**config.mk**
```make
export PLATFORM = sky130hd
export DESIGN_NAME = cs_gen
export DESIGN_NICKNAME = d
export VERILOG_FILES = /design/src/rtl/cs_pkg.sv /design/src/rtl/cs_range_match.sv /design/src/rtl/cs_arbiter.sv /design/src/rtl/cs_stretch.sv /design/src/rtl/cs_gen.sv
export SDC_FILE = /design/constraint.sdc
export NUM_CORES = 1
export LEC_CHECK = 0
export ABC_AREA = 1
export BUFFER_PORTS_ARGS = -buffer_cell sky130_fd_sc_hd__clkbuf_2
export CORE_ASPECT_RATIO = 0.8
export CORE_UTILIZATION = 40
export DETAILED_ROUTE_END_ITERATION = 8
export GPL_ROUTABILITY_DRIVEN = 1
export MAX_ROUTING_LAYER = met4
export PLACE_DENSITY = 0.72
export SKIP_LAST_GASP = 1
export SLEW_MARGIN = 20
export SYNTH_ARGS = -nofsm -noshare
export SYNTH_HDL_FRONTEND = slang
export SYNTH_HIERARCHICAL = 1
export SYNTH_SLANG_ARGS = --single-unit
```
**constraint.sdc**
```tcl
create_clock -name clk -period 9.2 [get_ports clk]
set_input_delay 2.3 -clock clk [delete_from_list [all_inputs] [get_ports clk]]
set_output_delay 2.3 -clock clk [all_outputs]
set_load 0.005 [all_outputs]
```
**src/rtl/cs_pkg.sv**
```systemverilog
package cs_pkg;

  // Per-select decode settings derived from the size and timing inputs.
  typedef struct packed {
    logic [4:0] ign;   // number of low address bits excluded from compare
    logic       en;    // select may hit at all
    logic       full;  // 1: whole address time, 0: clock-high phase only
  } sel_cfg_t;

  // Shared helper: low bits ignored for a size code counted down from a top.
  function automatic logic [4:0] size_to_ign(input logic [2:0] code,
                                             input int unsigned top_log);
    return 5'(int'(top_log) - int'(code));
  endfunction

endpackage

```
**src/rtl/cs_range_match.sv**
```systemverilog
module cs_range_match #(
  parameter int unsigned ADDR_W = 16
) (
  input  logic [ADDR_W-1:0] addr,
  input  logic [ADDR_W-1:0] base,
  input  logic [4:0]        ign,
  input  logic              en,
  output logic              hit
);
  logic [ADDR_W-1:0] keep;

  always_comb begin
    for (int i = 0; i < ADDR_W; i++) begin
      keep[i] = (i >= int'(ign));
    end
    hit = en && (((addr ^ base) & keep) == '0);
  end
endmodule

```
**src/rtl/cs_arbiter.sv**
```systemverilog
module cs_arbiter #(
  parameter int unsigned NUM_IO = 2,
  localparam int unsigned NSEL = NUM_IO + 2,
  localparam int unsigned GP_IDX = NUM_IO,
  localparam int unsigned PROG_IDX = NUM_IO + 1
) (
  input  logic [NSEL-1:0] req,
  input  logic            onchip_any,
  input  logic            prog_first,
  output logic [NSEL-1:0] win
);
  always_comb begin
    int  idx;
    logic taken;
    win   = '0;
    taken = 1'b0;
    idx   = 0;
    if (!onchip_any) begin
      for (int r = 0; r < int'(NSEL); r++) begin
        if (r < int'(NUM_IO))       idx = r;
        else if (r == int'(NUM_IO)) idx = prog_first ? int'(PROG_IDX) : int'(GP_IDX);
        else                        idx = prog_first ? int'(GP_IDX) : int'(PROG_IDX);
        if (!taken && req[idx]) begin
          win[idx] = 1'b1;
          taken    = 1'b1;
        end
      end
    end
  end
endmodule

```
**src/rtl/cs_stretch.sv**
```systemverilog
module cs_stretch #(
  parameter int unsigned NSEL  = 4,
  parameter int unsigned STR_W = 2
) (
  input  logic                  clk,
  input  logic                  rst_n,
  input  logic                  addr_valid,
  input  logic [NSEL-1:0]       win,
  input  logic [NSEL*STR_W-1:0] stretch_cfg,
  output logic                  stretch_req,
  output logic [NSEL-1:0]       held
);
  logic [STR_W-1:0] cnt;
  logic [STR_W-1:0] n_win;
  logic             served;
  logic             first;

  always_comb begin
    n_win = '0;
    for (int g = 0; g < int'(NSEL); g++) begin
      if (win[g]) n_win = n_win | stretch_cfg[g*STR_W +: STR_W];
    end
  end

  assign first       = addr_valid && !served && (cnt == '0);
  assign stretch_req = (cnt != '0);

  always_ff @(posedge clk) begin
    if (!rst_n) begin
      cnt    <= '0;
      served <= 1'b0;
      held   <= '0;
    end else begin
      if (cnt != '0) begin
        cnt <= cnt - 1'b1;
      end else if (first && (|win) && (n_win != '0)) begin
        cnt  <= n_win;
        held <= win;
      end
      if (!addr_valid)      served <= 1'b0;
      else if (cnt == '0)   served <= 1'b1;
    end
  end
endmodule

```
**src/rtl/cs_gen.sv**
```systemverilog
module cs_gen
  import cs_pkg::*;
#(
  parameter int unsigned ADDR_W     = 16,
  parameter int unsigned NUM_IO     = 2,
  parameter int unsigned IO_MAX_LOG = 11,
  parameter int unsigned NUM_ONCHIP = 4,
  parameter int unsigned STR_W      = 2,
  localparam int unsigned NSEL      = NUM_IO + 2,
  localparam int unsigned GP_IDX    = NUM_IO,
  localparam int unsigned PROG_IDX  = NUM_IO + 1
) (
  input  logic                     clk,
  input  logic                     rst_n,
  input  logic [ADDR_W-1:0]        bus_addr,
  input  logic                     addr_valid,
  input  logic                     clk_high,
  input  logic [NUM_ONCHIP-1:0]    onchip_hit,
  input  logic [ADDR_W-1:0]        prog_base,
  input  logic [1:0]               prog_size,
  input  logic [ADDR_W-1:0]        gp_base,
  input  logic [2:0]               gp_size,
  input  logic                     gp_full_time,
  input  logic [NUM_IO*ADDR_W-1:0] io_base,
  input  logic [NUM_IO*2-1:0]      io_size,
  input  logic [NUM_IO-1:0]        io_full_time,
  input  logic [NSEL-1:0]          sel_act_high,
  input  logic [NSEL*STR_W-1:0]    sel_stretch,
  input  logic                     prog_over_gp,
  output logic [NSEL-1:0]          cs_out,
  output logic                     stretch_req
);
  sel_cfg_t          cfg  [NSEL];
  logic [ADDR_W-1:0] base [NSEL];
  logic [NSEL-1:0]   match;
  logic [NSEL-1:0]   req;
  logic [NSEL-1:0]   win;
  logic [NSEL-1:0]   phase_ok;
  logic [NSEL-1:0]   held;
  logic [NSEL-1:0]   active;

  for (genvar g = 0; g < int'(NUM_IO); g++) begin : g_io_cfg
    assign base[g]     = io_base[g*ADDR_W +: ADDR_W];
    assign cfg[g].ign  = size_to_ign({1'b0, io_size[g*2 +: 2]}, IO_MAX_LOG);
    assign cfg[g].en   = 1'b1;
    assign cfg[g].full = io_full_time[g];
  end

  assign base[GP_IDX]     = gp_base;
  assign cfg[GP_IDX].ign  = size_to_ign(gp_size, ADDR_W);
  assign cfg[GP_IDX].en   = (gp_size != 3'b111);
  assign cfg[GP_IDX].full = gp_full_time;

  assign base[PROG_IDX]     = prog_base;
  assign cfg[PROG_IDX].ign  = size_to_ign({1'b0, prog_size}, ADDR_W);
  assign cfg[PROG_IDX].en   = 1'b1;
  assign cfg[PROG_IDX].full = 1'b1;

  for (genvar g = 0; g < int'(NSEL); g++) begin : g_match
    cs_range_match #(.ADDR_W(ADDR_W)) u_match (
      .addr (bus_addr),
      .base (base[g]),
      .ign  (cfg[g].ign),
      .en   (cfg[g].en),
      .hit  (match[g])
    );
    assign phase_ok[g] = cfg[g].full | clk_high;
  end

  assign req = match & {NSEL{addr_valid}};

  cs_arbiter #(.NUM_IO(NUM_IO)) u_arb (
    .req        (req),
    .onchip_any (|onchip_hit),
    .prog_first (prog_over_gp),
    .win        (win)
  );

  cs_stretch #(.NSEL(NSEL), .STR_W(STR_W)) u_str (
    .clk         (clk),
    .rst_n       (rst_n),
    .addr_valid  (addr_valid),
    .win         (win),
    .stretch_cfg (sel_stretch),
    .stretch_req (stretch_req),
    .held        (held)
  );

  assign active = stretch_req ? held : (win & phase_ok);
  assign cs_out = ~(active ^ sel_act_high);
endmodule

```
# Word level (Yosys, flattened, before mapping)
# Cells that the tools add are included.
[word_totals] register_bits=7 input_bits=113 output_inout_bits=5 wordCells=178
[op_classes] add_sub_neg=5 magnitude_cmp=72 n_eq_ne=1 n_mux=47 bitwise=22 n_reduce_logical=28
[ops] cell="$ge 4x5->1 const A" n=32
[ops] cell="$ge 32x1->1 const B" n=4
[ops] cell="$lt 32x4->1 const B" n=4
[ops] cell="$mux 32" n=4
[ops] cell="$ge 3x5->1 const A" n=16
[ops] cell="$and 16x16->16" n=4
[ops] cell="$logic_not 16->1" n=4
[ops] cell="$xor 16x16->16" n=4
[ops] cell="$ge 1x5->1 const A" n=8
[ops] cell="$ge 2x5->1 const A" n=8
[ops] cell="$mux 4" n=9
[ops] cell="$mux 1" n=20
[ops] cell="$logic_and 1x1->1" n=12
[ops] cell="$mux 2" n=6
[ops] cell="$or 4x4->4" n=3
[ops] cell="$sub 4x2->5 const A" n=2
[ops] cell="$and 4x4->4" n=2
[ops] cell="$bmux 1 s2" n=4
[ops] cell="$demux 1 s2" n=4
[ops] cell="$reduce_or 4->1" n=2
[ops] cell="$or 2x2->2" n=3
[ops] cell="$reduce_bool 2->1" n=3
[ops] cell="$sub 5x2->5 const A" n=1
[ops] cell="$sub 5x3->5 const A" n=1
[ops] cell="other kinds (9)" n=15

# Longest topological paths before layout
# Gate-level depths: netlist (run 1).
[depth] ltp_word=34 depth_mapped=25 mapped_depth_nobuf=25

# Hierarchy
# Netlist (run 1), hierarchy kept.
[modules_own_cells] mod="cs_range_match" n_inst=4 cells_each=96 area_each_um2=439.2 seq_area_each_um2=0.0
[modules_own_cells] mod="cs_stretch" n_inst=1 cells_each=62 area_each_um2=416.6 seq_area_each_um2=140.1
[modules_own_cells] mod="cs_gen" n_inst=1 cells_each=71 area_each_um2=326.6 seq_area_each_um2=0.0
[modules_own_cells] mod="cs_arbiter" n_inst=1 cells_each=15 area_each_um2=58.8 seq_area_each_um2=0.0

# Worst setup path after synthesis (run 1)
# No wires, ideal clock.
[synth_timing] kind="input -> output" start="in gp_size[0]" end="out cs_out[2]" arrival_time_ns=4.123 required_ns=6.900 path_slack_ns=2.777 path_stages=22 path_buffers=1 path_cell_list="inv_1 -> ha_1 -> ha_1 -> buf_4 -> nand2_1 -> inv_1 -> nand2_1 -> nand2_1 -> nand3_1 -> nor2_1 -> a21oi_1 -> nor2_2 -> nand2_1 -> inv_1 -> nand2_1 -> nor2_1 -> inv_1 -> nor2_2 -> nand2_1 -> nand2_1 -> nand2_1 -> nand2_1"
[synth_rtl] item="from (decl)" line_no="cs_gen.sv:22" rtl="input logic [2:0] gp_size,"
[synth_rtl] item="to (decl)" line_no="cs_gen.sv:30" rtl="output logic [NSEL-1:0] cs_out,"

==> flow_summary.toml, run 1 <==
[synth]
synth_seq_area_share = 0.0548
syn-cell-area_um2 = 2560
syn_inst = 532
synthAdderAreaFrac = 0.0196
synth_top_family_by_area = "simple AND/OR/NAND/NOR gates"
yosys.area.top_type = "nand2_1"
yosys.area.top_type_share = 0.317
synth.area.top_cells = "nand2_1 32%, inv_1 14%, xnor2_1 9.6%, nand3_1 8.6%, nor2_1 7.6%"
synth_seq_cells = 7
synth_xor_area_frac = 0.110
synth_mux_area_frac = 0
avgSynthCellArea_um2 = 4.81
synth_compound_area_frac = 0.0479
yosysUniqueCellTypes = 24
yosys_warnings = 6
synth_simple_gate_area_frac = 0.586

[clocking]
clk_path_buf_depth = 2
cts_resized = 0
cts_root_buffer = "clkbuf_8"
numCtsBuffers = 3
path_clk_slew_ns = 0.04
cts.sinks = 7
worstSkewPairLatency_ns = 0.23
cts_setup_buffers = 0
cts_tree = "yes"
htree_num_levels = 1
cts_hold_buf = 0

[timing]
fin_crit_sh = 0.764
hold_viol_final = 0
slew_viol_final = 0
finalSetupViolations = 0
min_period_ns = 7.03
skew_ns = 0.000250
setup_tns_ns = 0
setup_slack_ns = 2.17
fmax_mhz = 142
rsz0062_at_grt = "no"

[setup_path]
worstPathArrival_ns = 4.73
required_ns = 6.90
slowest_stage = "ha_1"
crit_path_max_fanout = 8
crit_type = "input port to primary output"
cp-start-kind = "input port"
r2r_setup_slack_ns = 7.98
path_common_cell = "nand2_1"
end_kind = "primary output"
critPathMaxStageDelay_ns = 0.42
cp_cell_sequence = "clkbuf_2 -> inv_1 -> ha_1 -> ha_1 -> nand2_1 -> inv_1 -> nand2_1 -> nand2_1 -> nand3_1 -> nor2_1 -> a21oi_1 -> nor2_2 -> nand2_1 -> inv_1 -> nand2_1 -> nor2_1 -> inv_1 -> nor2_2 -> nand2_1 -> nand2_1 -> nand2_1 -> nand2_1 -> clkbuf_2"

[global_route]
track_usage = 0.220
grt_max_degree = 14
grt_overflow = 0
antenna_found_initial = 0
grt_pass1_wl_um = 11600
grt_pass1_vias = 2858

[place]
dp.cells = 744
place_congestion = 0.952
preCtsSetupSlack_ns = 2.18
hpwl_um = 6410
io_buffers = 117

[floorplan]
io_pins = 118
dieHeight_um = 73.5
die_w_um = 91.4
core.rowCount = 25
start_util = 0.424
coreArea_um2 = 6040
die-area_um2 = 6720

[hold_path]
min_path_type = "flip-flop to flip-flop"

[cells_and_area]
diodes = 0
fillers = 635
fin_util = 0.550
layout-drive-gt1-share = 0.247
finalNonFillerCells = 748
fin_nets = 785
areaGrowthSynthToFinish_pct = 29.8

[power]
powerDensity_nw_per_um2 = 58.9
leakagePower_nw = 2.17
irDropWorstVdd_v = 0.0000397
power.total_uw = 196

[drt]
drt_iter0_drc = 105
drt-wirelength-per-cell_um = 9.68
drt.antenna.violating_nets = 0
drt_pass1_iterations = 4
vias = 3277
drc_errors = 0
via_per_inst = 4.38
wl_um = 7240

[run]
maxCapViolations = 0

[status]
status = "finished, final reports clean"
[per-layer routing]
metal  up-vias  routed length [um]  GRT usage
li1       1813                   -          -
met1      1367                3520      0.280
met2        91                3180      0.380
met3         6                 468     0.0290
met4         0                  73     0.0353
met5         -                   0          -
[synth_stat cells]
master / instances
xnor2_1: 28
or2_0: 4
dfxtp_1: 7
a21oi_1: 18
o211ai_1: 1
buf_4: 4
nand3_1: 44
buf_6: 1
ha_1: 4
nand2_1: 216
inv_2: 14
nor2_1: 52
nand2_4: 1
conb_1: 2
nor2_2: 18
xor2_1: 4
o21ai_1: 4
o21ai_0: 1
inv_1: 97
nor2_4: 2
nand2_2: 4
nand3_4: 1
nand3_2: 4
nor2_8: 1
[state kept, by name, indices dropped and copies added, names as in the netlist]
name,flops
u_str/cnt,2
u_str/held,4
u_str/served,1
[worst max-delay path: cells and delay by family]
| kind | cells | cell delay (ns) |
|---|---|---|
| buffers and inverters | 6 | 0.55 |
| and+or+nand+nor | 14 | 1.20 |
| adders and majority gates | 2 | 0.61 |
| AOI/OAI and AO/OA | 1 | 0.08 |
[cell usage in the layout (no fill, tap or decap)]
cell type and count:
o211ai_1 1, nand3_2 4, or2_0 4, xor2_1 4, a21oi_1 18, o21ai_0 1, clkbuf_1 1, nand2_4 1
ha_1 4, clkbuf_2 117, nor2_4 2, nor2_1 52, conb_1 21, inv_1 97, nand3_1 44, xnor2_1 28
inv_2 14, o21ai_1 4, nand2_1 216, nor2_8 1, dfxtp_1 7, clkbuf_8 3, nand2_2 4, nand3_4 1
nor2_2 18
[report_power, final]
| group | switching, mW | internal (mW) |
|---|---|---|
| registers | 0.0000822 | 0.0307 |
| logic | 0.0689 | 0.0526 |
| clock network | 0.0132 | 0.0300 |
| total | 0.0822 | 0.113 |
[cells by family after synthesis]
group / Yosys count
xor gates and xnor gates: 32
and+or+nand+nor: 347
adders and majority gates: 4
AOI/OAI and AO/OA: 24
DFF: 7
other: 2
buffers and inverters: 116
[path summary, 6_finish.rpt]
path | start | end | cells past startpoint
worst min-delay path | u_str/held[1]$_SDFFE_PN0P_ | u_str/held[1]$_SDFFE_PN0P_ | 2
worst max register to register | u_str/cnt[0]$_SDFFE_PN0P_ | u_str/cnt[1]$_SDFFE_PN0P_ | 5
worst max-delay path | gp_size[0] | cs_out[2] | 23
worst min register to register | u_str/held[1]$_SDFFE_PN0P_ | u_str/held[1]$_SDFFE_PN0P_ | 2
[final cells by class]
cell class	count	area, um2	share of cell area
Sequential cell	7	140	0.0422
Multi-Input combinational cell	428	2030	0.612
Timing Repair Buffer	117	586	0.176
Inverter	111	417	0.125
Clock buffer	4	45.0	0.0136
Tap cell	81	101	0.0305
[stage by stage]
stage / hold WS, ns / area (um2)
after floorplan: 0.451 / 2630
after global placement: 0.467 / 3280
after detailed placement: 0.474 / 3280
after CTS: 0.485 / 3320
after global routing: 0.504 / 3320
final: 0.480 / 3320
(Power assumes the default switching activity.)
==> run 2: changes to the inputs <==
==> constraint.sdc (replaced) <==
create_clock -name clk -period 6.5 [get_ports clk]
set_input_delay 1.625 -clock clk [delete_from_list [all_inputs] [get_ports clk]]
set_output_delay 1.625 -clock clk [all_outputs]
set_load 0.005 [all_outputs]
==> run 2 against run 1 <==
Register-to-register slack worse by 2.7 ns. Cell count unchanged. Clock skew rose by 0.0016 ns. Sequential share of layout area unchanged. First-iteration DRC count decreased by 3.8%. Worst hold slack gained 0.0020 ns. Combinational power is 41% higher. Wire length down 0.83%. Count of clock-buffer cells in the layout unchanged. Total power increased by 41%. Largest cell class unchanged.
==> flow_summary.toml, run 2 (same netlist as run 1, synthesis figures left out) <==
[status]
status = "finished, final reports clean"

[timing]
min_period_ns = 5.69
setup_tns_ns = 0
slew_viol_final = 0
fmax_mhz = 176
rsz0062_at_grt = "no"
finalSetupViolations = 0
hold_viol_final = 0
skew_ns = 0.00181
fin_crit_sh = 0.875
whs_ns = 0.482

[drt]
drt-wirelength-per-cell_um = 9.60
vias = 3278
drt.antenna.violating_nets = 0
highest_layer = "met4"
wl_met1_um = 3450
dr_wl_met2_um = 3110
via_per_inst = 4.38
met3_length_um = 483
drt_pass1_iterations = 4
wl_um = 7180
drt_iter0_drc = 101
drc_errors = 0

[cells_and_area]
multi_input_area_um2 = 2030
fillers = 649
final_cell_mix = "216 x nand2_1, 117 x clkbuf_2, 97 x inv_1, 52 x nor2_1, 44 x nand3_1"
largest_reg_flops = 4
diodes = 0
top_register = "u_str/held"
fin_nets = 785
top_regs = "u_str/held (4), u_str/cnt (2), u_str/served (1)"
layout-drive-gt1-share = 0.247
fin_util = 0.550
layout_commonest_cell = "nand2_1"
areaGrowthSynthToFinish_pct = 29.8
seqCellArea_um2 = 140
final_cell_area_um2 = 3320

[global_route]
grt_overflow = 0
grt_pass1_vias = 2946
track_usage = 0.227
grt_pass1_wl_um = 12000
antenna_found_initial = 0
grt_max_degree = 14

[clocking]
path_clk_slew_ns = 0.04
cts_setup_buffers = 0
worstSkewPairLatency_ns = 0.22
htree_num_levels = 1
clk_path_buf_depth = 2
cts_root_buffer = "clkbuf_8"
cts_tree = "yes"
cts.sinks = 7
numCtsBuffers = 3
cts_hold_buf = 0
cts_resized = 0

[floorplan]
io_pins = 118
die-area_um2 = 6720
die_w_um = 91.4
core.rowCount = 25
coreArea_um2 = 6040
start_util = 0.424
dieHeight_um = 73.5

[setup_path]
end_kind = "primary output"
worstPathArrival_ns = 4.06
cp-start-kind = "input port"
crit_path_max_fanout = 8
crit_type = "input port to primary output"
required_ns = 4.88

[power]
irDropWorstVdd_v = 0.0000475
leakagePower_nw = 2.17
p_sw_frac = 0.419
p_clk_frac = 0.220
powerDensity_nw_per_um2 = 83.1
p_int_uw = 160
combPwrFrac = 0.622
seq_power_share = 0.158
power.switching_uw = 116
power.total_uw = 276

[place]
placed_cell_area_um2 = 3280
io_buffers = 117
place_congestion = 0.952
hpwl_um = 6410

[run]
maxCapViolations = 0

[hold_path]
min_path_type = "flip-flop to flip-flop"
run 2: path summary, 6_finish.rpt:
path                                    from                         end  slack (ns)  depth (start not counted)
hold reg to reg   u_str/held[2]$_SDFFE_PN0P_  u_str/held[2]$_SDFFE_PN0P_        0.48                          2
hold / removal    u_str/held[2]$_SDFFE_PN0P_  u_str/held[2]$_SDFFE_PN0P_        0.48                          2
setup / recovery                  gp_size[0]                   cs_out[2]        0.81                         23
setup reg to reg   u_str/cnt[0]$_SDFFE_PN0P_   u_str/cnt[1]$_SDFFE_PN0P_        5.32                          5
run 2: cell type report:
type	instances	area share
inverter	111	0.125
sequential	7	0.0422
multi-input combinational	428	0.612
tap	81	0.0305
timing repair buffer	117	0.176
clock buffer	4	0.0136
run 2: per-layer routing:
metal | GRT usage | up-vias
li1 | - | 1811
met1 | 0.287 | 1355
met2 | 0.381 | 97
met3 | 0.0373 | 15
met4 | 0.0529 | 0
met5 | - | -
run 2: power groups by stage:
stage                     clock network [mW]  logic, mW  registers (mW)
after floorplan                            0      0.106          0.0442
after global placement                     0      0.168          0.0442
after detailed placement                   0      0.170          0.0443
after CTS                             0.0634      0.171          0.0435
after global routing                  0.0656      0.196          0.0435
final                                 0.0608      0.172          0.0435
run 2: worst max-delay path: stages:
cell      delay [ns]
clkbuf_2        0.14
inv_1           0.07
ha_1            0.19
ha_1            0.42
nor2_1          0.10
nand2_1         0.08
nor2_1          0.05
nor2_1          0.12
nand2_1         0.06
nor2_1          0.09
nand2_1         0.07
nor2_2          0.08
nand2_1         0.06
inv_1           0.07
nand2_1         0.05
nor2_1          0.28
inv_1           0.10
nor2_2          0.09
nand2_1         0.07
nand2_1         0.06
nand2_1         0.04
nand2_1         0.05
clkbuf_2        0.11
run 2: through the flow:
step / setup WS (ns) / std cells
final: 0.815 / 748
after global routing: 0.519 / 748
after CTS: 0.827 / 748
after detailed placement: 0.833 / 744
after global placement: 0.885 / 744
after floorplan: 1.43 / 551
